File: config.mk
export PLATFORM = sky130hd
export DESIGN_NAME = dqs_tap_calib
export DESIGN_NICKNAME = d
export VERILOG_FILES = /design/src/rtl/dqs_cal_pkg.sv /design/src/rtl/dqs_pattern_gen.sv /design/src/rtl/dqs_trial_seq.sv /design/src/rtl/dqs_edge_search.sv /design/src/rtl/dqs_tap_calib.sv
export SDC_FILE = /design/constraint.sdc
export NUM_CORES = 1
export LEC_CHECK = 0
export ABC_CLOCK_PERIOD_IN_PS = 2700
export BUFFER_PORTS_ARGS = -buffer_cell sky130_fd_sc_hd__buf_2
export CORE_MARGIN = 4
export CORE_UTILIZATION = 50
export CTS_CLUSTER_DIAMETER = 100
export DETAILED_ROUTE_END_ITERATION = 16
export GPL_TIMING_DRIVEN = 0
export PLACE_DENSITY = 0.86
export SLEW_MARGIN = 10
export SYNTH_ARGS = -nofsm -noshare
export SYNTH_HDL_FRONTEND = slang
export SYNTH_SLANG_ARGS = --single-unit
File: constraint.sdc
create_clock -name clk -period 2.7 [get_ports clk]
set_input_delay 0.54 -clock clk [delete_from_list [all_inputs] [get_ports clk]]
set_output_delay 0.54 -clock clk [all_outputs]
set_load 0.005 [all_outputs]
File: src/rtl/dqs_cal_pkg.sv
package dqs_cal_pkg;
  typedef enum logic [1:0] {
    S_IDLE   = 2'd0,
    S_LAUNCH = 2'd1,
    S_WAIT   = 2'd2,
    S_FINAL  = 2'd3
  } search_state_e;

  typedef enum logic [1:0] {
    T_IDLE = 2'd0,
    T_REQ  = 2'd1,
    T_GAP  = 2'd2
  } trial_state_e;
endpackage

File: src/rtl/dqs_pattern_gen.sv
module dqs_pattern_gen #(
  parameter int WORDS_PER_IDX = 4,
  parameter int WORD_BITS     = 32,
  localparam int IDX_W  = 2 * WORDS_PER_IDX,
  localparam int SEL_W  = $clog2(WORDS_PER_IDX),
  localparam int HALF_W = WORD_BITS / 2
) (
  input  logic [IDX_W-1:0]     idx_i,
  input  logic [SEL_W-1:0]     sel_i,
  output logic [WORD_BITS-1:0] data_o
);
  logic [IDX_W-1:0] shifted;

  // each word consumes two index bits: low half from the even bit, high from the odd
  always_comb begin
    shifted = idx_i >> {sel_i, 1'b0};
    data_o  = {{HALF_W{shifted[1]}}, {HALF_W{shifted[0]}}};
  end
endmodule

File: src/rtl/dqs_trial_seq.sv
module dqs_trial_seq
  import dqs_cal_pkg::*;
#(
  parameter int NUM_RUNS = 2,
  localparam int RUN_W = (NUM_RUNS > 1) ? $clog2(NUM_RUNS) : 1
) (
  input  logic clk,
  input  logic rst_n,
  input  logic trial_go,
  output logic chk_req,
  input  logic chk_ack,
  input  logic chk_pass,
  output logic trial_done,
  output logic trial_pass
);
  trial_state_e     state_q, state_d;
  logic [RUN_W-1:0] run_q, run_d;
  logic             done_q, done_d;
  logic             pass_q, pass_d;

  always_comb begin
    state_d = state_q;
    run_d   = run_q;
    done_d  = 1'b0;
    pass_d  = pass_q;
    case (state_q)
      T_IDLE: begin
        if (trial_go) begin
          state_d = T_REQ;
          run_d   = '0;
        end
      end
      T_REQ: begin
        if (chk_ack) begin
          if (!chk_pass) begin
            state_d = T_IDLE;
            done_d  = 1'b1;
            pass_d  = 1'b0;
          end else if (run_q == RUN_W'(NUM_RUNS - 1)) begin
            state_d = T_IDLE;
            done_d  = 1'b1;
            pass_d  = 1'b1;
          end else begin
            run_d   = run_q + 1'b1;
            state_d = T_GAP;
          end
        end
      end
      T_GAP:   state_d = T_REQ;
      default: state_d = T_IDLE;
    endcase
  end

  always_ff @(posedge clk or negedge rst_n) begin
    if (!rst_n) begin
      state_q <= T_IDLE;
      run_q   <= '0;
      done_q  <= 1'b0;
      pass_q  <= 1'b0;
    end else begin
      state_q <= state_d;
      run_q   <= run_d;
      done_q  <= done_d;
      pass_q  <= pass_d;
    end
  end

  assign chk_req    = (state_q == T_REQ);
  assign trial_done = done_q;
  assign trial_pass = pass_q;

  // request held until acknowledged
  assert_req_hold_R3: assert property (@(posedge clk) disable iff (!rst_n)
    (chk_req && !chk_ack) |=> chk_req);
  // a failing run is never followed directly by another request
  assert_fail_stop_R3: assert property (@(posedge clk) disable iff (!rst_n)
    (chk_req && chk_ack && !chk_pass) |=> (!chk_req && trial_done && !trial_pass));
endmodule

File: src/rtl/dqs_edge_search.sv
module dqs_edge_search
  import dqs_cal_pkg::*;
#(
  parameter int TAP_W     = 6,
  parameter int TAP_LIMIT = 32,
  localparam int SUM_W = TAP_W + 1
) (
  input  logic             clk,
  input  logic             rst_n,
  input  logic             start,
  input  logic [TAP_W-1:0] init_tap,
  input  logic             trial_done,
  input  logic             trial_pass,
  output logic             trial_go,
  output logic [TAP_W-1:0] tap0_o,
  output logic [TAP_W-1:0] tap1_o,
  output logic             busy_o,
  output logic             done_o
);
  localparam logic [TAP_W-1:0] LIM = TAP_W'(TAP_LIMIT);

  search_state_e    state_q, state_d;
  logic [TAP_W-1:0] start_q, start_d;
  logic [TAP_W-1:0] cur_q, cur_d;
  logic [TAP_W-1:0] upper_q, upper_d;
  logic [TAP_W-1:0] lower_q, lower_d;
  logic             up_q, up_d;
  logic [TAP_W-1:0] tap0_q, tap0_d;
  logic [TAP_W-1:0] tap1_q, tap1_d;
  logic             busy_q, busy_d;
  logic             done_q, done_d;
  logic [SUM_W-1:0] edge_sum;
  logic [TAP_W-1:0] mid;

  assign edge_sum = {1'b0, upper_q} + {1'b0, lower_q};
  assign mid      = edge_sum[SUM_W-1:1];

  always_comb begin
    state_d = state_q;
    start_d = start_q;
    cur_d   = cur_q;
    upper_d = upper_q;
    lower_d = lower_q;
    up_d    = up_q;
    tap0_d  = tap0_q;
    tap1_d  = tap1_q;
    busy_d  = busy_q;
    done_d  = 1'b0;
    case (state_q)
      S_IDLE: begin
        if (start) begin
          start_d = init_tap;
          cur_d   = init_tap;
          up_d    = 1'b1;
          tap0_d  = init_tap;
          tap1_d  = init_tap;
          busy_d  = 1'b1;
          state_d = S_LAUNCH;
        end
      end
      S_LAUNCH: state_d = S_WAIT;
      S_WAIT: begin
        if (trial_done) begin
          state_d = S_LAUNCH;
          if (up_q) begin
            if (trial_pass && (cur_q < LIM)) begin
              cur_d = cur_q + 1'b1;
            end else begin
              upper_d = trial_pass ? cur_q : (cur_q - 1'b1);
              up_d    = 1'b0;
              cur_d   = start_q;
            end
          end else if (!trial_pass) begin
            lower_d = cur_q + 1'b1;
            state_d = S_FINAL;
          end else if (cur_q == '0) begin
            lower_d = '0;
            state_d = S_FINAL;
          end else begin
            cur_d = cur_q - 1'b1;
          end
          if (state_d == S_LAUNCH) begin
            tap0_d = cur_d;
            tap1_d = cur_d;
          end
        end
      end
      S_FINAL: begin
        tap0_d  = mid;
        tap1_d  = mid + 1'b1;
        busy_d  = 1'b0;
        done_d  = 1'b1;
        state_d = S_IDLE;
      end
      default: state_d = S_IDLE;
    endcase
  end

  always_ff @(posedge clk or negedge rst_n) begin
    if (!rst_n) begin
      state_q <= S_IDLE;
      start_q <= '0;
      cur_q   <= '0;
      upper_q <= '0;
      lower_q <= '0;
      up_q    <= 1'b0;
      tap0_q  <= '0;
      tap1_q  <= '0;
      busy_q  <= 1'b0;
      done_q  <= 1'b0;
    end else begin
      state_q <= state_d;
      start_q <= start_d;
      cur_q   <= cur_d;
      upper_q <= upper_d;
      lower_q <= lower_d;
      up_q    <= up_d;
      tap0_q  <= tap0_d;
      tap1_q  <= tap1_d;
      busy_q  <= busy_d;
      done_q  <= done_d;
    end
  end

  assign trial_go = (state_q == S_LAUNCH);
  assign tap0_o   = tap0_q;
  assign tap1_o   = tap1_q;
  assign busy_o   = busy_q;
  assign done_o   = done_q;

  // both lanes carry the same candidate throughout the search
  assert_taps_equal_R2: assert property (@(posedge clk) disable iff (!rst_n)
    busy_q |-> (tap0_q == tap1_q));
  // upward walk never passes the limit when started at or below it
  assert_up_bound_R4: assert property (@(posedge clk) disable iff (!rst_n)
    (busy_q && up_q && (start_q <= LIM)) |-> (cur_q <= LIM));
  // lane 1 sits one step above lane 0 on completion
  assert_lane_offset_R9: assert property (@(posedge clk) disable iff (!rst_n)
    done_q |-> (tap1_q == TAP_W'(tap0_q + 1'b1)));
  // completion pulse coincides with busy falling, and lasts one cycle
  assert_done_edge_R10: assert property (@(posedge clk) disable iff (!rst_n)
    done_q |-> (!busy_q && $past(busy_q)));
  assert_done_pulse_R10: assert property (@(posedge clk) disable iff (!rst_n)
    done_q |=> !done_q);
endmodule

File: src/rtl/dqs_tap_calib.sv
module dqs_tap_calib #(
  parameter int TAP_W         = 6,
  parameter int TAP_LIMIT     = 32,
  parameter int NUM_RUNS      = 2,
  parameter int WORDS_PER_IDX = 4,
  parameter int WORD_BITS     = 32,
  localparam int IDX_W = 2 * WORDS_PER_IDX,
  localparam int SEL_W = $clog2(WORDS_PER_IDX)
) (
  input  logic                 clk,
  input  logic                 rst_n,
  input  logic                 cal_start,
  input  logic [TAP_W-1:0]     cal_init_tap,
  output logic [TAP_W-1:0]     tap0_o,
  output logic [TAP_W-1:0]     tap1_o,
  output logic                 cal_busy,
  output logic                 cal_done,
  output logic                 chk_req,
  input  logic                 chk_ack,
  input  logic                 chk_pass,
  input  logic [IDX_W-1:0]     pat_index,
  input  logic [SEL_W-1:0]     pat_word_sel,
  output logic [WORD_BITS-1:0] pat_data
);
  logic trial_go;
  logic trial_done;
  logic trial_pass;

  dqs_edge_search #(
    .TAP_W     (TAP_W),
    .TAP_LIMIT (TAP_LIMIT)
  ) u_search (
    .clk        (clk),
    .rst_n      (rst_n),
    .start      (cal_start),
    .init_tap   (cal_init_tap),
    .trial_done (trial_done),
    .trial_pass (trial_pass),
    .trial_go   (trial_go),
    .tap0_o     (tap0_o),
    .tap1_o     (tap1_o),
    .busy_o     (cal_busy),
    .done_o     (cal_done)
  );

  dqs_trial_seq #(
    .NUM_RUNS (NUM_RUNS)
  ) u_trial (
    .clk        (clk),
    .rst_n      (rst_n),
    .trial_go   (trial_go),
    .chk_req    (chk_req),
    .chk_ack    (chk_ack),
    .chk_pass   (chk_pass),
    .trial_done (trial_done),
    .trial_pass (trial_pass)
  );

  dqs_pattern_gen #(
    .WORDS_PER_IDX (WORDS_PER_IDX),
    .WORD_BITS     (WORD_BITS)
  ) u_pattern (
    .idx_i  (pat_index),
    .sel_i  (pat_word_sel),
    .data_o (pat_data)
  );
endmodule

==> Yosys cells after proc, flatten, opt, wreduce, memory -nomap -nowiden <==
Cells that the tools add are included.
{ "word_totals": {"register_bits": 46, "in_bits": 21, "out_inout_bits": 47, "word_cells": 100} }
{ "classes": {"add_sub_neg": 5, "n_lt_le_gt_ge": 1, "n_eq_ne": 14, "shifts": 1, "n_mux": 45, "bitwise": 2, "reduce_logical": 18} }
{ "ops": {"columns": ["op", "n"], "rows": [
  ["$mux 6", 11],
  ["$pmux 6 s3", 2],
  ["$mux 2", 11],
  ["$reduce_and 4->1", 4],
  ["$mux 1", 15],
  ["$add 6x1->6 const B", 2],
  ["$pmux 6 s2", 1],
  ["$ne 2x1->1 const B", 5],
  ["$pmux 2 s4", 1],
  ["$reduce_and 2->1", 4],
  ["$shr 8x3->2", 1],
  ["$add 6x6->7", 1],
  ["$eq 2x1->1 const B", 3],
  ["$eq 2x2->1 const B", 3],
  ["$logic_not 6->1", 1],
  ["$lt 6x6->1 const B", 1],
  ["$ne 2x2->1 const B", 3],
  ["$pmux 1 s2", 3],
  ["$pmux 2 s3", 1],
  ["$reduce_and 3->1", 2],
  ["$reduce_bool 2->1", 3],
  ["$sub 6x1->6 const B", 1],
  ["$logic_not 2->1", 2],
  ["$reduce_bool 3->1", 1],
  ["3 further kinds", 4]
]} }

==> Depth between registers and ports, before layout <==
Gate-level depths: netlist of the first run.
{ "logic_depth": {"word_depth": 10, "depth_mapped": 9, "mapped_depth_nobuf": 8} }

==> Cells and area by module <==
A second synthesis of the first run with hierarchy kept.
{ "hier_totals": {"cells_unflattened": 332, "area_unflattened_um2": 3037.9} }
{ "by_module_without_submodules": {"columns": ["module", "n_inst", "cells_per_inst", "area_per_inst_um2", "seq_area_each_um2"], "rows": [
  ["dqs_edge_search", 1, 282, 2526.2, 1026.0],
  ["dqs_pattern_gen", 1, 32, 277.8, 0.0],
  ["dqs_trial_seq", 1, 18, 234.0, 125.1]
]} }

==> Worst setup path after synthesis of the first run <==
No wires, ideal clock.
{ "synth_path": {"path_kind": "register -> register", "startpoint": "register u_search.cur_q[0]", "endpoint": "register u_search.tap0_q[1], in the netlist u_search.tap0_o[1]", "t_arrival_ps": 2102, "required_time_ps": 2572, "slack_ps": 471, "path_stages_with_launch": 10, "path_buffers": 1, "cell_sequence": "dfrtp_1 clkbuf_1 inv_1 ha_1 or4b_4 o21a_1 o211ai_2 a21oi_2 a2111oi_2 nor2_1"} }
{ "synth_between": {"elab_chain_cells": 9} }
{ "synth_lines": {"columns": ["item", "line", "text"], "rows": [
  ["from (decl)", "dqs_edge_search.sv:24", "logic [TAP_W-1:0] cur_q, cur_d;"],
  ["from (signal assigned)", "dqs_edge_search.sv:114", "cur_q <= cur_d;"],
  ["parallel branches: the longest is 9 deep, another holds $sub 6x1->6", null, null],
  ["to (signal assigned)", "dqs_edge_search.sv:118", "tap0_q <= tap0_d;"],
  ["to (decl)", "dqs_edge_search.sv:28", "logic [TAP_W-1:0] tap0_q, tap0_d;"]
]} }
Several ways; the timed one is not identified. The select of a mux whose other input is x is not followed.
A chain may end at the register's enable or synchronous reset.

==> Final worst setup path of the first run <==
{ "layout_path": {"startpoint": "register u_search.cur_q[1]", "endpoint": "register u_search.tap0_q[1], in the netlist u_search.tap0_o[1]"} }
Same word-level chain as after synthesis.

==> flow_metrics.env, run 1 <==
export IMPL_status="finished clean"
export IMPL_fill_cells=487
export IMPL_ir_drop_mv=0.749
export IMPL_vias=2657
export IMPL_remaining_drc_errors=0
export IMPL_core_area_mm2=0.00564
export IMPL_crit_path_start_kind="flop"
export IMPL_combPwrFrac_pct=56.3
export IMPL_synth_cell_type_count=60
export IMPL_h_tree_depth=2
export IMPL_synth_seq_cells=46
export IMPL_pwr_share_seq_pct=32.5
export IMPL_path_clk_slew_ns=0.08
export IMPL_cts_hold_buf=0
export IMPL_synth_most_common_cell="nand2_1"
export IMPL_wl_mm=7.56
export IMPL_dieHeight_um=85.2
export IMPL_fin_crit_sh_pct=92.7
export IMPL_synth_area_leader_cell="dfrtp_1"
export IMPL_synth_simple_area_share_pct=19.7
export IMPL_synth_flop_cell="dfrtp_1"
export IMPL_post_cts_setup_buffer_count=0
export IMPL_fin_ws_ns=0.198
export IMPL_grt_pass1_wl_mm=12.6
export IMPL_p_total_w=0.00377
export IMPL_synth_compound_area_share_pct=18.6
export IMPL_final_cells=485
export IMPL_initial_utilization_pct=52.8
export IMPL_end_kind="flop"
export IMPL_reg2reg_depth=8
export IMPL_power_density_mw_per_mm2=1080
export IMPL_final_area_mm2=0.00349
export IMPL_hold_class="input pin to asynchronous set/reset pin"
export IMPL_r2r_start="u_search.cur_q[1]"
export IMPL_cp_arrival_ns=2.69
export IMPL_fin_skew_ns=0.00657
export IMPL_layout_drive_gt1_share_pct=29.1
export IMPL_hold_viol_final=0
export IMPL_yosys_warnings=0
export IMPL_grt_usage_pct=21.7
export IMPL_dp_cells=480
export IMPL_max_slew_margin_rel_pct=33.3
export IMPL_grt_overflow=0
export IMPL_synth_edf_count=0
export IMPL_insertion_delay_ns=0.30
export IMPL_max_stage_delay_ns=0.51
export IMPL_synth_cells=341
export IMPL_critPathMaxFanout=8
export IMPL_die_area_mm2=0.00725
export IMPL_rsz0062_at_grt="false"
export IMPL_setup_viol=0
export IMPL_synth_common_cells="nand2_1, dfrtp_1, buf_4"
export IMPL_crit_type="flop to flop"
export IMPL_timing_rr_end="u_search.tap0_o[1]"
export IMPL_synth_area_mux_share_pct=3.32
export IMPL_diodes=0
export IMPL_syn_to_final_growth_pct=17.1
export IMPL_via_per_inst=5.48
export IMPL_worstPathRequired_ns=2.89
export IMPL_grt_pass1_vias=2600
export IMPL_tightest_slew_ns=1.00
export IMPL_clkPwrFrac_pct=11.2
export IMPL_yosys_top_cells_area="dfrtp_1, nand2_1, buf_4"
export IMPL_synth_net_count=373
export IMPL_port_buffers=67
export IMPL_drv_cap=0
export IMPL_clock_sinks=46
export IMPL_place_congestion=0.940
export IMPL_slew_viol_final=0
export IMPL_wl_per_cell_um=15.6
export IMPL_antenna_left=0
export IMPL_cts_tree="yes"
export IMPL_setup_tns_ns=0
export IMPL_drtIter0Drc=127
export IMPL_yosysSeqAreaShare_pct=38.7
export IMPL_cts_root_buf="clkbuf_8"
export IMPL_intPower_w=0.00205
export IMPL_yosys_area_share_xor_xnor_pct=3.82
export IMPL_crit_slowest_cell="or4b_4"
export IMPL_antenna_found_initial=0
export IMPL_syn_avg_cell_area_um2=8.73
export IMPL_power_switching_w=0.00173
export IMPL_reg2reg_setup_slack_ns=0.20
export IMPL_max_freq_mhz=400
export IMPL_crit_chain="inv_1 > ha_1 > or4b_4 > o21a_1 > o211ai_2 > a21oi_2 > a2111oi_2 > nor2_1"
export IMPL_p_leak_nw=1.68
export IMPL_min_period_ns=2.50
export IMPL_drt_pass1_iterations=4
export IMPL_switching_share_pct=45.8
export IMPL_post_dp_hpwl_mm=5.95
export IMPL_synthArstFlopShare_pct=100
export IMPL_place_ws_ns=0.00646
export IMPL_yosys_area_top_type_share_pct=38.7
export IMPL_rows=27
export IMPL_syn_area_mm2=0.00298
export IMPL_die_x_um=85.2
export IMPL_synth_top_family_by_area="simple AND/OR/NAND/NOR gates"
export IMPL_cts_buffers=5
export IMPL_grt_max_degree=47
export IMPL_clockBufferDepth=2
export IMPL_nets=446
export IMPL_synth_fa_ha_area_share_pct=4.87
export IMPL_dpl_cell_area_mm2=0.00340
export IMPL_io_pins=68
## layout by cell type, fill, tap and decap left out, types with 4 or more instances in the layout
| cell type | n |
|---|---|
| o21ai_1 | 6 |
| buf_2 | 68 |
| nand3_1 | 9 |
| buf_4 | 30 |
| nand2_1 | 63 |
| clkbuf_8 | 6 |
| clkbuf_1 | 7 |
| o21ai_0 | 20 |
| dfrtp_1 | 46 |
| ha_1 | 10 |
| nor2b_1 | 7 |
| xnor2_1 | 8 |
| o211ai_1 | 7 |
| nor2_1 | 26 |
| a21oi_1 | 13 |
| xor2_1 | 5 |
| inv_1 | 12 |
| nand2b_1 | 4 |
## flip-flops by register name (all words and copies together), names as in the netlist, 2 cells and up
register / cells
u_search.state_q: 2
u_search.lower_q: 6
u_search.cur_q: 6
u_search.tap1_o: 6
u_search.tap0_o: 6
u_trial.state_q: 2
u_search.upper_q: 6
u_search.start_q: 6
## metal layers
metal | track usage, % | vias to the layer above | wire (um)
met4 | 5.76 | 0 | 96
met3 | 3.59 | 9 | 437
met5 | 0 | - | 0
met2 | 39.8 | 97 | 3860
met1 | 26.1 | 1253 | 3170
li1 | - | 1298 | -
## power groups by stage
stage	Sequential, W	Clock, W	Combinational, W
floorplan	0.00117	0	0.00150
global placement	0.00120	0	0.00205
detailed placement	0.00122	0	0.00211
CTS	0.00121	0.000426	0.00213
global route	0.00126	0.000461	0.00238
finish	0.00123	0.000421	0.00213
## through the flow
stage	hold WS (ns)	utilization, %
2_1_floorplan	0.244	-
3_3_place_gp	0.459	60.3
3_5_place_dp	0.464	60.3
4_1_cts	0.439	61.9
5_1_grt	0.452	61.8
6_report	0.401	61.8
## worst max-delay path: cells and delay by family (launching register included)
| family | cells | cell delay [ns] |
|---|---|---|
| adders and majority gates | 1 | 0.21 |
| and+or+nand+nor | 2 | 0.58 |
| DFF | 1 | 0.49 |
| buffers and inverters | 1 | 0.19 |
| AOI/OAI and AO/OA | 4 | 0.92 |
## timing repair
item	4_1_cts	5_1_grt
resized for setup	1	2
setup endpoints to repair	1	12
gates cloned	0	0
## area by class of cell
cell class / instances / area [um^2] / share of cell area [%]
sequential: 46 / 1150 / 33.0
clock buffer: 6 / 82.6 / 2.37
timing repair buffer: 67 / 335 / 9.61
buffer: 41 / 277 / 7.93
multi-input combinational: 240 / 1500 / 43.1
inverter: 13 / 48.8 / 1.40
tap: 72 / 90.1 / 2.58
## worst max-delay path by stage
stage	end	startpoint	depth (start not counted)	slack [ns]
floorplan	u_search.tap0_o[1]	u_search.cur_q[0]	9	0.47
global placement	u_search.tap1_o[1]	u_search.cur_q[0]	9	0.01
detailed placement	u_search.tap1_o[1]	u_search.cur_q[0]	9	0.006
CTS	u_search.tap1_o[0]	u_search.cur_q[0]	8	0.05
global route	u_search.tap0_o[1]	u_search.cur_q[1]	8	0.05
finish	u_search.tap0_o[1]	u_search.cur_q[1]	8	0.20
## cells by family (layout without fill, tap and decap cells)
kind of cell,Yosys count,in the layout
XOR/XNOR,13,13
multiplexers,7,7
adder cells (fa/ha/maj),11,11
AND/OR/NAND/NOR,128,128
flip-flops,46,46
buffers and inverters,55,127
AO/OA/AOI/OAI,81,81
Power figures use the tool's default switching activity.
==> run 2, diff against run 1 <==
--- a/config.mk
+++ b/config.mk
@@ -7,6 +7,7 @@
 export LEC_CHECK = 0
 export ABC_CLOCK_PERIOD_IN_PS = 2700
 export BUFFER_PORTS_ARGS = -buffer_cell sky130_fd_sc_hd__buf_2
+export CORE_ASPECT_RATIO = 1.1
 export CORE_MARGIN = 4
 export CORE_UTILIZATION = 50
 export CTS_CLUSTER_DIAMETER = 100
==> run 2 against run 1 <==
  * Sequential power about the same
  * Via count down 0.23%
  * Combinational power is essentially flat
  * Core utilization fell by 0.78 points
  * Routed wire length is 4.9% lower
  * Highest routed layer unchanged
==> flow_metrics.env, run 2 (same netlist as run 1, synthesis figures left out) <==
export IMPL_status="finished clean"
export IMPL_via_per_inst=5.39
export IMPL_combPwrFrac_pct=54.9
export IMPL_max_freq_mhz=408
export IMPL_cts_buffers=5
export IMPL_crit_path_start_kind="flop"
export IMPL_mostFrequentLayoutCells="buf_2, nand2_1, dfrtp_1, buf_4, nor2_1"
export IMPL_crit_slowest_cell="or4b_4"
export IMPL_min_period_ns=2.45
export IMPL_setup_tns_ns=0
export IMPL_post_dp_hpwl_mm=5.63
export IMPL_grt_max_degree=47
export IMPL_clock_sinks=46
export IMPL_cp_arrival_ns=2.64
export IMPL_insertion_delay_ns=0.30
export IMPL_grt_pass1_vias=2498
export IMPL_critPathBufInv=1
export IMPL_place_congestion=0.955
export IMPL_drv_cap=0
export IMPL_drtIter0Drc=127
export IMPL_dieHeight_um=88.9
export IMPL_layout_drive_gt1_share_pct=29.9
export IMPL_port_buffers=67
export IMPL_setup_viol=0
export IMPL_slew_viol_final=0
export IMPL_tightest_slew_ns=1.00
export IMPL_fin_skew_ns=0.00552
export IMPL_io_pins=68
export IMPL_fin_crit_sh_pct=90.7
export IMPL_crit_type="flop to flop"
export IMPL_remaining_drc_errors=0
export IMPL_pwr_share_seq_pct=32.0
export IMPL_core_area_mm2=0.00577
export IMPL_cts_tree="yes"
export IMPL_post_cts_setup_buffer_count=0
export IMPL_wl_per_cell_um=14.6
export IMPL_fin_util_pct=61.0
export IMPL_clockBufferDepth=2
export IMPL_initial_utilization_pct=51.6
export IMPL_max_stage_delay_ns=0.51
export IMPL_grt_overflow=0
export IMPL_clkPwrFrac_pct=13.2
export IMPL_grt_pass1_wl_mm=11.5
export IMPL_h_tree_depth=2
export IMPL_rows=29
export IMPL_nets=446
export IMPL_intPower_w=0.00212
export IMPL_antenna_found_initial=0
export IMPL_ir_drop_mv=0.711
export IMPL_cp_top_family="compound AO/OA/AOI/OAI gates"
export IMPL_power_density_mw_per_mm2=1090
export IMPL_die_x_um=81.6
export IMPL_max_slew_margin_rel_pct=33.1
export IMPL_die_area_mm2=0.00726
export IMPL_power_switching_w=0.00171
export IMPL_diodes=0
export IMPL_path_clk_slew_ns=0.09
export IMPL_p_leak_nw=1.69
export IMPL_final_common_cell="buf_2"
export IMPL_cts_root_buf="clkbuf_8"
export IMPL_wl_mm=7.19
export IMPL_crit_chain="inv_2 > ha_1 > or4b_4 > o21a_1 > o211ai_2 > a21oi_2 > a2111oi_2 > nor2_1"
export IMPL_grt_usage_pct=20.5
export IMPL_hold_viol_final=0
export IMPL_antenna_left=0
export IMPL_drt_pass1_iterations=5
export IMPL_critPathMaxFanout=8
export IMPL_worstPathRequired_ns=2.89
export IMPL_switching_share_pct=44.6
export IMPL_syn_to_final_growth_pct=18.3
export IMPL_hold_class="input pin to asynchronous set/reset pin"
export IMPL_end_kind="flop"
export IMPL_vias=2651
export IMPL_rsz0062_at_grt="false"
[run 2: changes by cell type in the layout (fill, tap and decap cells not counted), sizes merged]
cell	delta
bufinv	+1
clkbuf	-1
clkinv	+2
[run 2: timing repair]
| item | in CTS | in global routing |
|---|---|---|
| resized for setup | 0 | 5 |
| endpoints found under the setup margin | 0 | 11 |
| hold buffers | 0 | 0 |
[run 2: stage by stage]
stage               worst slack (ns)  hold slack (ns)  cell area (um^2)  cells  power [W]
floorplan                      0.471            0.244              2980    341    0.00267
global placement               0.158            0.460              3410    485    0.00321
detailed placement            0.0960            0.469              3410    485    0.00329
CTS                           0.0686            0.439              3520    493    0.00380
global route                  0.0598            0.450              3520    492    0.00416
finish                         0.250            0.405              3520    492    0.00383
[run 2: final cells by class]
class                   instances  area, um^2
fillers                       488        2250
multi-input cells             240        1500
flip-flops and latches         46        1150
repair buffers                 67         335
plain buffers                  41         277
well taps                      77        96.3
clock buffers                   5        68.8
inverters                      13        48.8
clock inverters                 3        40.0
[run 2: worst paths after layout]
path                                          start  cells after the start                   to  slack [ns]
worst max register to register    u_search.cur_q[1]                      8   u_search.tap0_o[1]        0.25
worst min-delay path                          rst_n                      1      u_search.busy_o        0.41
worst max-delay path              u_search.cur_q[1]                      8   u_search.tap0_o[1]        0.25
min in group clk                           chk_pass                      2   u_trial.trial_done        0.44
worst min register to register  u_search.start_q[5]                      2  u_search.start_q[5]        0.49
max in group asynchronous                     rst_n                      1    u_search.cur_q[0]        1.62
[run 2: power groups by stage]
stage                     Clock (W)  Sequential [W]  Combinational (W)
after global routing       0.000534         0.00127            0.00235
final                      0.000504         0.00122            0.00210
after CTS                  0.000507         0.00120            0.00209
after global placement            0         0.00120            0.00201
after floorplan                   0         0.00117            0.00150
after detailed placement          0         0.00122            0.00208
[run 2: metal layers]
layer  global-route usage, %  share of wire [%]  vias up  wire length [um]
met4                    6.34                1.8        0               128
met2                    36.7                 49      122              3510
met3                    4.74                9.2       14               658
li1                        -                  -     1302                 -
met1                    24.4                 40     1213              2890
met5                       0                  0        -                 0
[run 2: worst register-to-register path, stage by stage (launching register included)]
cell and delay (ns):
dfrtp_1 0.50, inv_2 0.15, ha_1 0.21, or4b_4 0.51, o21a_1 0.25, o211ai_2 0.18, a21oi_2 0.12, a2111oi_2 0.36
nor2_1 0.07
